==> src/rtl/evt_irq_pkg.sv <==
package evt_irq_pkg;
  localparam int NUM_LOGS    = 5;
  localparam int LOG_W       = $clog2(NUM_LOGS);
  localparam int VEC_W       = 4;
  localparam int VEC_BASE    = 2;
  localparam int OP_W        = 8;
  localparam int LEN_W       = 4;
  localparam int PAY_W       = NUM_LOGS * 8;
  localparam int MIN_SET_LEN = NUM_LOGS - 1;
  localparam int FULL_LEN    = NUM_LOGS;
  localparam int LOG_DCAP    = NUM_LOGS - 1;

  localparam logic [OP_W-1:0] OP_GET = 8'h02;
  localparam logic [OP_W-1:0] OP_SET = 8'h03;

  localparam logic [1:0] MODE_MSG = 2'd1;

  localparam logic [1:0] ST_OK      = 2'd0;
  localparam logic [1:0] ST_UNSUP   = 2'd1;
  localparam logic [1:0] ST_BAD_LEN = 2'd2;

  // dynamic capacity borrows the informational vector
  function automatic logic [VEC_W-1:0] vec_of(input logic [LOG_W-1:0] idx);
    if (idx == LOG_W'(LOG_DCAP)) return VEC_W'(VEC_BASE);
    return VEC_W'(VEC_BASE) + VEC_W'(idx);
  endfunction
endpackage

==> src/rtl/evt_policy_regs.sv <==
module evt_policy_regs
  import evt_irq_pkg::*;
(
  input  logic                clk_i,
  input  logic                rst_ni,
  input  logic                set_i,
  input  logic                set_dcap_i,
  input  logic [PAY_W-1:0]    set_data_i,
  output logic [NUM_LOGS-1:0] en_o,
  output logic [PAY_W-1:0]    get_data_o
);
  logic [NUM_LOGS-1:0] en_q;

  for (genvar g = 0; g < NUM_LOGS; g++) begin : g_log
    logic upd;
    if (g == LOG_DCAP) begin : g_dcap
      assign upd = set_i && set_dcap_i;
      assign get_data_o[8*g +: 8] = en_q[g] ? {6'd0, MODE_MSG} : 8'd0;
    end else begin : g_std
      assign upd = set_i;
      assign get_data_o[8*g +: 8] =
        en_q[g] ? {vec_of(LOG_W'(g)), 2'b00, MODE_MSG} : 8'd0;
    end

    always_ff @(posedge clk_i or negedge rst_ni) begin
      if (!rst_ni)  en_q[g] <= 1'b0;
      else if (upd) en_q[g] <= (set_data_i[8*g +: 2] == MODE_MSG);
    end
  end

  assign en_o = en_q;


  dcap_hold_chk: assert property (@(posedge clk_i) disable iff (!rst_ni)
    (set_i && !set_dcap_i) |=> en_q[LOG_DCAP] == $past(en_q[LOG_DCAP]));


  info_mode_chk: assert property (@(posedge clk_i) disable iff (!rst_ni)
    set_i |=> en_q[0] == ($past(set_data_i[1:0]) == MODE_MSG));
endmodule

==> src/rtl/evt_notify_seq.sv <==
module evt_notify_seq
  import evt_irq_pkg::*;
(
  input  logic                clk_i,
  input  logic                rst_ni,
  input  logic                notify_i,
  input  logic [NUM_LOGS-1:0] qual_i,
  input  logic                msix_en_i,
  input  logic                msi_en_i,
  output logic                vec_valid_o,
  output logic [VEC_W-1:0]    vec_num_o,
  output logic [LOG_W-1:0]    vec_log_o,
  output logic                vec_msix_o,
  output logic                busy_o
);
  logic [NUM_LOGS-1:0] pend_q;
  logic                msix_q;
  logic [LOG_W-1:0]    pick;
  logic                start;

  assign start = notify_i && (pend_q == '0) && (msix_en_i || msi_en_i);

  always_comb begin
    pick = '0;
    for (int i = NUM_LOGS - 1; i >= 0; i--)
      if (pend_q[i]) pick = LOG_W'(i);
  end

  always_ff @(posedge clk_i or negedge rst_ni) begin
    if (!rst_ni) begin
      pend_q <= '0;
      msix_q <= 1'b0;
    end else if (start) begin
      pend_q <= qual_i;
      msix_q <= msix_en_i;
    end else begin
      // drop lowest pending bit
      pend_q <= pend_q & (pend_q - NUM_LOGS'(1));
    end
  end

  assign vec_valid_o = |pend_q;
  assign busy_o      = |pend_q;
  assign vec_log_o   = pick;
  assign vec_num_o   = vec_of(pick);
  assign vec_msix_o  = msix_q;


  ascend_chk: assert property (@(posedge clk_i) disable iff (!rst_ni)
    vec_valid_o |=> (!vec_valid_o || vec_log_o > $past(vec_log_o)));


  no_flavour_chk: assert property (@(posedge clk_i) disable iff (!rst_ni)
    (!busy_o && !msix_en_i && !msi_en_i) |=> !vec_valid_o);


  tag_hold_chk: assert property (@(posedge clk_i) disable iff (!rst_ni)
    (busy_o && vec_valid_o) |=> (!busy_o || vec_msix_o == $past(vec_msix_o)));
endmodule

==> src/rtl/evt_irq_policy_ctrl.sv <==
module evt_irq_policy_ctrl
  import evt_irq_pkg::*;
(
  input  logic                clk_i,
  input  logic                rst_ni,
  input  logic                cmd_valid_i,
  input  logic [OP_W-1:0]     cmd_op_i,
  input  logic [PAY_W-1:0]    cmd_data_i,
  input  logic [LEN_W-1:0]    cmd_len_i,
  input  logic [NUM_LOGS-1:0] log_nonempty_i,
  input  logic                msix_en_i,
  input  logic                msi_en_i,
  input  logic                notify_i,
  output logic                rsp_valid_o,
  output logic [PAY_W-1:0]    rsp_data_o,
  output logic [LEN_W-1:0]    rsp_len_o,
  output logic [1:0]          rsp_status_o,
  output logic                vec_valid_o,
  output logic [VEC_W-1:0]    vec_num_o,
  output logic [LOG_W-1:0]    vec_log_o,
  output logic                vec_msix_o,
  output logic                busy_o
);
  logic                is_get, is_set, len_ok, set_go, set_dcap;
  logic [NUM_LOGS-1:0] en;
  logic [PAY_W-1:0]    get_data;

  logic             rsp_valid_q;
  logic [PAY_W-1:0] rsp_data_q;
  logic [LEN_W-1:0] rsp_len_q;
  logic [1:0]       rsp_status_q;

  assign is_get   = cmd_op_i == OP_GET;
  assign is_set   = cmd_op_i == OP_SET;
  assign len_ok   = cmd_len_i >= LEN_W'(MIN_SET_LEN);
  assign set_dcap = cmd_len_i >= LEN_W'(FULL_LEN);
  assign set_go   = cmd_valid_i && is_set && len_ok;

  evt_policy_regs u_regs (
    .clk_i      (clk_i),
    .rst_ni     (rst_ni),
    .set_i      (set_go),
    .set_dcap_i (set_dcap),
    .set_data_i (cmd_data_i),
    .en_o       (en),
    .get_data_o (get_data)
  );

  evt_notify_seq u_seq (
    .clk_i       (clk_i),
    .rst_ni      (rst_ni),
    .notify_i    (notify_i),
    .qual_i      (en & log_nonempty_i),
    .msix_en_i   (msix_en_i),
    .msi_en_i    (msi_en_i),
    .vec_valid_o (vec_valid_o),
    .vec_num_o   (vec_num_o),
    .vec_log_o   (vec_log_o),
    .vec_msix_o  (vec_msix_o),
    .busy_o      (busy_o)
  );

  always_ff @(posedge clk_i or negedge rst_ni) begin
    if (!rst_ni) begin
      rsp_valid_q  <= 1'b0;
      rsp_data_q   <= '0;
      rsp_len_q    <= '0;
      rsp_status_q <= ST_OK;
    end else begin
      rsp_valid_q <= cmd_valid_i;
      if (cmd_valid_i) begin
        rsp_data_q <= '0;
        rsp_len_q  <= '0;
        if (is_get) begin
          rsp_data_q   <= get_data;
          rsp_len_q    <= LEN_W'(FULL_LEN);
          rsp_status_q <= ST_OK;
        end else if (is_set) begin
          rsp_status_q <= len_ok ? ST_OK : ST_BAD_LEN;
          rsp_len_q    <= len_ok ? LEN_W'(FULL_LEN) : '0;
        end else begin
          rsp_status_q <= ST_UNSUP;
        end
      end
    end
  end

  assign rsp_valid_o  = rsp_valid_q;
  assign rsp_data_o   = rsp_data_q;
  assign rsp_len_o    = rsp_len_q;
  assign rsp_status_o = rsp_status_q;


  rsp_follow_chk: assert property (@(posedge clk_i) disable iff (!rst_ni)
    cmd_valid_i |=> rsp_valid_o);


  rsp_spur_chk: assert property (@(posedge clk_i) disable iff (!rst_ni)
    !cmd_valid_i |=> !rsp_valid_o);


  unsup_chk: assert property (@(posedge clk_i) disable iff (!rst_ni)
    (cmd_valid_i && !is_get && !is_set) |=> (en == $past(en) && rsp_status_o == ST_UNSUP));


  short_set_chk: assert property (@(posedge clk_i) disable iff (!rst_ni)
    (cmd_valid_i && is_set && !len_ok) |=> (en == $past(en) && rsp_status_o == ST_BAD_LEN));
endmodule

==> config.mk <==
export PLATFORM = sky130hd
export DESIGN_NAME = evt_irq_policy_ctrl
export DESIGN_NICKNAME = d
export VERILOG_FILES = /design/src/rtl/evt_irq_pkg.sv /design/src/rtl/evt_policy_regs.sv /design/src/rtl/evt_notify_seq.sv /design/src/rtl/evt_irq_policy_ctrl.sv
export SDC_FILE = /design/constraint.sdc
export NUM_CORES = 1
export LEC_CHECK = 0
export BUFFER_PORTS_ARGS = -buffer_cell sky130_fd_sc_hd__buf_2
export CAP_MARGIN = 20
export CORE_MARGIN = 10
export CORE_UTILIZATION = 25
export DETAILED_ROUTE_END_ITERATION = 7
export SLEW_MARGIN = 20
export SYNTH_ARGS = -nofsm -noshare
export SYNTH_HDL_FRONTEND = slang
export SYNTH_HIERARCHICAL = 1
export SYNTH_SLANG_ARGS = --single-unit
==> constraint.sdc <==
create_clock -name clk_i -period 3.3 [get_ports clk_i]
set_clock_uncertainty 0.1 [all_clocks]
set_input_delay 0 -clock clk_i [delete_from_list [all_inputs] [get_ports clk_i]]
set_output_delay 0 -clock clk_i [all_outputs]
set_load 0.05 [all_outputs]
==> results of run 1 <==
[tightest hold or removal path: stages]
cell and delay (ns):
buf_2 0.10, nor3b_1 0.18, o41ai_1 0.08
[final cells by class]
class / instances / share of cell area
Inverter: 48 / 0.04587
Timing Repair Buffer: 115 / 0.1790
Tap cell: 172 / 0.05479
Sequential cell: 55 / 0.3504
Clock buffer: 6 / 0.03281
Multi-Input combinational cell: 162 / 0.3370
[cells in the final DEF (no fill, tap or decap), drive strengths merged, types with 2 or more instances in the layout]
master | netlist | layout
nand2b | 3 | 3
inv | 48 | 48
o21ai | 6 | 6
conb | 2 | 31
dfrtp | 55 | 55
nand2 | 41 | 41
nor2 | 3 | 3
mux2 | 2 | 2
nor4 | 2 | 2
clkbuf | 5 | 6
or2 | 3 | 3
dlygate4sd3 | 0 | 22
and2 | 7 | 7
nor2b | 2 | 2
nand3b | 4 | 4
a22o | 3 | 3
o32ai | 41 | 41
buf | 59 | 93
[per-stage QoR]
step / util / hold slack [ns]
after global routing: 0.3100 / 0.02654
after floorplan: - / -0.3956
after CTS: 0.3100 / 0.009522
final: 0.3100 / 0.01340
after global placement: 0.2824 / 0.004592
after detailed placement: 0.2824 / 0.02320
[state kept, by name, summed over array words and instances, names as in the netlist]
register          flops
rsp_data_o           40
rsp_len_o             1
rsp_status_o          2
rsp_valid_o           1
u_regs/en_o           5
u_seq/pend_q          5
u_seq/vec_msix_o      1
[final timing paths]
| kind | slack [ns] | to | depth (start not counted) | from |
|---|---|---|---|---|
| worst min register to register | 0.41 | rsp_len_o[0] | 2 | rsp_len_o[0] |
| worst min-delay path | 0.01 | rsp_len_o[0] | 3 | cmd_op_i[0] |
| worst max register to register | 1.25 | u_seq/pend_q[4] | 4 | u_seq/pend_q[2] |
| worst max-delay path | 0.97 | rsp_status_o[1] | 6 | cmd_len_i[2] |
| max in group asynchronous | 2.02 | rsp_data_o[13] | 3 | rst_ni |
| min in group asynchronous | 0.22 | rsp_data_o[1] | 2 | rst_ni |
[metal layers]
layer  vias to the layer above  wire length (um)  GRT usage
met5                         -                 0          0
met4                         0                93    0.02539
met3                         5               411    0.02651
met2                        69              3788     0.1484
met1                      1121              3708     0.1132
li1                       1101                 -          -
[kinds of logic (layout without fill, tap and decap cells)]
logic type,after synthesis,count (layout),synth area share
muxes,3,3,0.01231
DFF,55,55,0.4231
and+or+nand+nor,72,72,0.1185
adders and majority gates,1,1,0.003846
other,2,31,0.002309
buffers and inverters,112,169,0.2050
AOI/OAI and AO/OA,55,55,0.2350
[power by group through the flow]
stage	clock, W	sequential [W]	combinational (W)
after floorplan	0	0.000744	0.000265
after global placement	0	0.000721	0.000327
after detailed placement	0	0.000723	0.000331
after CTS	0.000537	0.000709	0.000345
after global routing	0.000568	0.000712	0.000372
final	0.000508	0.000709	0.000343
==> impl_results.md, run 1 <==
* First-pass GRT wire length at 13.19 mm
* CP max stage delay at 0.57 ns
* Maximum clock insertion buffer count at 2
* FMAX at 428.8 MHz
* Antenna violations before repair at 0
* Comb pwr share at 0.220
* Endpoints failing setup at 0
* Rows at 41
* Vias at 2,296
* Wire per inst at 14.34 um
* Global route total overflow at 0
* Storage cell area at 1376 sq um
* Delay-heaviest family, CP: buffers and inverters
* Placed Cells at 530
* Worst-skew pair later-pin latency at 0.29 ns
* Vias per inst at 4.115
* GPL Wtd Cong at 0.7169
* Worst Path Class, Setup: in -> reg
* Ys Warns at 6
* Sequential share of power at 0.455
* DRT iter0 DRCs at 126
* Area occupied by multi-input gates at 1324 sq um
* Final cell count without fillers at 558
* Post-CTS Hold Fix Bufs at 22
* DIE AREA at 17,970 sq um
* Clock share of power at 0.326
* First-pass DRT Iterations at 4
* Buf/Inv on CP at 4
* Core area at 12,670 sq um
* GRT Overall Usage at 0.09067
* Vias in the first global route at 2,457
* Post-Syn Instances at 300
* Register area share after synthesis at 0.4231
* Worst Slack Setup Final at 0.9681 ns
* CTS tree: done
* Syn Std Cell Area at 3253 sq um
* Total negative slack at 0 ns
* Worst Path Required at 3.44 ns
* Synth unique cells at 38
* CP Cell Sequence: dlygate4sd3_1, buf_2, or4bb_1, dlygate4sd3_1, o32ai_2, dlygate4sd3_1
* # H-tree levels at 2
* Die Wd at 134.1 um
* Dominant synthesized flop cell: dfrtp_1
* Crit share post-route at 0.7066
* Pins over their slew limit at 0
* Internal at 0.001068 W
* Layout cells sized above 1 at 0.3990
* Final hold vios at 0
* Leading cell types by count after synthesis: dfrtp_1, inv_1, buf_4, o32ai_2, nand2_1
* Synth Register Bits at 55
* IO Port Bufs at 87
* Synth top area cells: dfrtp_1, o32ai_2, buf_4
* Drt drc at 0
* Total Power at 0.001561 W
* HPWL Detailed at 5.574 mm
* Relative slew margins at 0.4833
* Switching Fraction at 0.3159
* Pwr/cell area at 397.4 nW/um^2
* Cell mode on critical path: dlygate4sd3_1
* DRT Wirelength at 8.002 mm
* Hold Crit Class: in -> reg
* Number of synthesized flops with an enable pin at 0
* Pin count of the biggest net entering global routing at 52
* Initial Utilization at 0.2567
* Die H at 134.1 um
* Post-place setup slack at 1.424 ns
* Crit path DAT at 2.47 ns
* Io pins at 120
* Crit. End Element: register
* Area share of the largest cell type after synthesis at 0.4231
* Max-cap viol count at 0
* Count leader, synth: dfrtp_1
* Peak supply drop at 0.1824 mV
* TritonCTS buffer count at 5
* Placed cell area at 3578 sq um
* Status: finished clean
* Area growth from synthesis to layout at 20.73%
* Buffers inserted during post-CTS setup optimization at 0
* Antenna fix cells at 0
* Leakage power total at 1.784 nW
* Remaining antenna violation count at 0
* Clock Pin Slew Worst Setup and Hold Paths at 0.07 ns
* NetSw at 0.0004930 W
* Fill count at 1,330
* CTS Root Cell: clkbuf_16
* CTS sink cnt at 55
* Syn_area_per_cell at 10.84 sq um
* Cell accounting for the most synthesized area: dfrtp_1
* Post-Layout Inst Area at 3928 sq um
* CP max-delay cell: dlygate4sd3_1
* Post-route minimum period at 2.332 ns
* Async set or reset register ratio after synthesis at 1.000
* Max FO, Critical Path at 4
* Post-CTS resize count at 0
* Unrepaired setup endpoints after global routing: false
* Startpoint type of the worst setup path: input pin
* Worst slew pin tran at 0.7750 ns
* Final nets at 451
Note: power is estimated with default switching activity, not from simulation.
==> inputs of run 2 (changes only) <==
--- a/config.mk
+++ b/config.mk
@@ -5,6 +5,7 @@
 export SDC_FILE = /design/constraint.sdc
 export NUM_CORES = 1
 export LEC_CHECK = 0
+export ABC_AREA = 1
 export BUFFER_PORTS_ARGS = -buffer_cell sky130_fd_sc_hd__buf_2
 export CAP_MARGIN = 20
 export CORE_MARGIN = 10
==> constraint.sdc (replaced) <==
create_clock -name clk_i -period 2.3 [get_ports clk_i]
set_clock_uncertainty 0.1 [all_clocks]
set_input_delay 0 -clock clk_i [delete_from_list [all_inputs] [get_ports clk_i]]
set_output_delay 0 -clock clk_i [all_outputs]
set_load 0.05 [all_outputs]
==> run 2 against run 1 <==
Compared with the run above: sequential share of layout area rose by 2.2 points; count of clock-buffer cells in the layout stayed put; clock power rose by 51%; synthesized cell count rose by 14%; worst setup slack got worse by 0.62 ns; global-route usage increased by 0.085 points; combinational power up 53%; register-to-register slack worse by 0.63 ns; largest cell class unchanged; largest power group unchanged.
==> impl_results.md, run 2 <==
* Post-route minimum period at 1.953 ns
* Number of synthesized flops with an enable pin at 0
* Post-CTS resize count at 0
* Leading cell types by count after synthesis: nand2_1, dfrtp_1, buf_4, o21ai_2, inv_1
* FMAX at 512.0 MHz
* Worst slew pin tran at 0.6242 ns
* Hold Crit Class: in -> reg
* Synth Area in XOR/XNOR at 0
* Switching Fraction at 0.3217
* Peak supply drop at 0.2824 mV
* Drt drc at 0
* Global route total overflow at 0
* Rows at 39
* Pwr/cell area at 626.2 nW/um^2
* Area growth from synthesis to layout at 23.73%
* Final nets at 499
* Core area at 11,560 sq um
* Synth top area cells: dfrtp_1, nand2_1, o21ai_2
* Synth unique cells at 24
* Startpoint type of the worst setup path: input pin
* Worst Path Required at 2.44 ns
* Layout cells sized above 1 at 0.3586
* TritonCTS buffer count at 5
* Compound-Gate Fraction of Synth Area at 0.1409
* Worst reg2reg path endpoint: u_seq/vec_msix_o
* Dominant synthesized flop cell: dfrtp_1
* Unrepaired setup endpoints after global routing: false
* Most frequent cells in the layout: nand2_1, buf_2, dfrtp_1
* Vias per inst at 3.908
* CTS sink cnt at 55
* Antenna violations before repair at 0
* Die Wd at 129.3 um
* Maximum clock insertion buffer count at 2
* RR Startpoint: u_seq/pend_q[2]
* DIE AREA at 16,710 sq um
* Final cell count without fillers at 578
* Max FO, Critical Path at 2
* Worst Reg-to-Reg Cells at 5
* Initial Utilization at 0.2580
* First-pass DRT Iterations at 4
* Post-synthesis mux area share at 0
* Syn_area_per_cell at 8.751 sq um
* Register area share after synthesis at 0.4612
* Cell accounting for the most synthesized area: dfrtp_1
* Worst Slack Setup Final at 0.3467 ns
* Total negative slack at 0 ns
* Area share of the largest cell type after synthesis at 0.4612
* R2r setup slk at 0.62 ns
* Vias in the first global route at 2,413
* Remaining antenna violation count at 0
* IO Port Bufs at 87
* Die H at 129.3 um
* Pins over their slew limit at 0
* Relative slew margins at 0.5824
* Final hold vios at 0
* Clock share of power at 0.332
* Clock Pin Slew Worst Setup and Hold Paths at 0.07 ns
* CTS tree: done
* Max reg flops at 40
* DRT Wirelength at 7.340 mm
* NetSw at 0.0007438 W
* Worst Path Class, Setup: in -> reg
* DRT iter0 DRCs at 125
* Synth Register Bits at 55
* GRT Overall Usage at 0.09152
* Sequential share of power at 0.441
* Vias at 2,259
* Synth Area in Adders at 0.004193
* GPL Wtd Cong at 0.7260
* Setup crit end: rsp_status_o[1]
* Most common cell after layout, fill and taps aside: nand2_1
* First-pass GRT wire length at 12.29 mm
* Status: finished clean
* Crit. End Element: register
* Buffers inserted during post-CTS setup optimization at 0
* Leakage power total at 2.064 nW
* Worst-skew pair later-pin latency at 0.29 ns
* Syn Std Cell Area at 2984 sq um
* Antenna fix cells at 0
* Crit path DAT at 2.09 ns
* Final core occ at 0.3193
* Placed Cells at 548
* HPWL Detailed at 5.371 mm
* Comb pwr share at 0.228
* Crit share post-route at 0.8493
* Ys Warns at 6
* Endpoints failing setup at 0
* CP startpoint: cmd_len_i[2]
* Post-Syn Instances at 341
* # H-tree levels at 2
* Pin count of the biggest net entering global routing at 45
* Largest family of logic cells by synthesized area: simple AND/OR/NAND/NOR gates
* Async set or reset register ratio after synthesis at 1.000
* Count leader, synth: nand2_1
* Wire per inst at 12.70 um
* Internal at 0.001568 W
* Simple-Gate Fraction of Synth Area at 0.2067
* Max-cap viol count at 0
* Post-place setup slack at 0.7924 ns
* Io pins at 120
* CTS Root Cell: clkbuf_16
[run 2: cell types whose count changed after synthesis, moves of 6 or more]
cell     change
inv_1       -21
o21ai_2     +41
nor2_1      +12
and2_1       -6
o32ai_2     -41
nand2_1     +65
nand3_1     +11
[run 2: worst min path at each step]
stage	start	endpoint	slack [ns]	cells after the start
after detailed placement	rst_ni	rsp_data_o[1]	-0.05	1
after CTS	cmd_op_i[0]	rsp_status_o[0]	0.02	4
after global placement	rst_ni	rsp_data_o[2]	-0.06	1
final	cmd_op_i[0]	rsp_status_o[0]	0.02	4
after global routing	cmd_len_i[3]	rsp_len_o[0]	0.08	5
after floorplan	rst_ni	rsp_data_o[0]	-0.40	0
[run 2: cell families (layout without fill, tap and decap cells)]
| kind of cell | Yosys count | in the layout |
|---|---|---|
| other cells | 2 | 31 |
| flops | 55 | 55 |
| compound gates | 52 | 52 |
| fa+ha+maj | 1 | 1 |
| buf+inv | 89 | 154 |
| simple gates | 142 | 142 |
[run 2: critical path, cell delays in order]
cell           delay (ns)
dlygate4sd3_1        0.52
buf_2                0.11
inv_1                0.05
nand2_1              0.06
dlygate4sd3_1        0.57
inv_1                0.06
nand3_1              0.07
dlygate4sd3_1        0.58
nand2_1              0.06
[run 2: area by class of cell]
class	instances	area, sq um
multi-input cells	226	1166
well taps	143	178.9
repair buffers	116	710.7
clock inverters	1	5.005
clock buffers	6	138.9
inverters	31	116.4
fillers	1213	7873
flip-flops and latches	55	1376
[run 2: power groups by stage]
stage          Combinational [W]  Sequential (W)  Clock (W)
3_3_place_gp            0.000492         0.00104          0
3_5_place_dp            0.000499         0.00104          0
5_1_grt                 0.000577         0.00102   0.000846
6_report                0.000526         0.00102   0.000767
2_1_floorplan           0.000387         0.00108          0
4_1_cts                 0.000532         0.00102   0.000808
[run 2: metal layers]
metal  global-route usage  up-vias  routed length (um)  part of all wire
li1                     -     1163                   -                 -
met1               0.1051     1033                3183              0.43
met2               0.1573       58                3532              0.48
met3              0.03385        5                 547             0.075
met4              0.02408        0                  76             0.010
met5                    0        -                   0                 0
[run 2: through the flow]
stage | instance area, sq um | hold WS (ns) | power, W
after floorplan | 3093 | -0.3956 | 0.001465
after global placement | 3318 | -0.05686 | 0.001530
after detailed placement | 3318 | -0.05028 | 0.001537
after CTS | 3692 | 0.01929 | 0.002359
after global routing | 3692 | 0.08076 | 0.002446
final | 3692 | 0.02471 | 0.002312
[run 2: repair_timing]
| action | in CTS | in global routing |
|---|---|---|
| hold endpoints to repair | 36 | 0 |
| setup endpoints to repair | 0 | 0 |
| hold buffers | 23 | 0 |
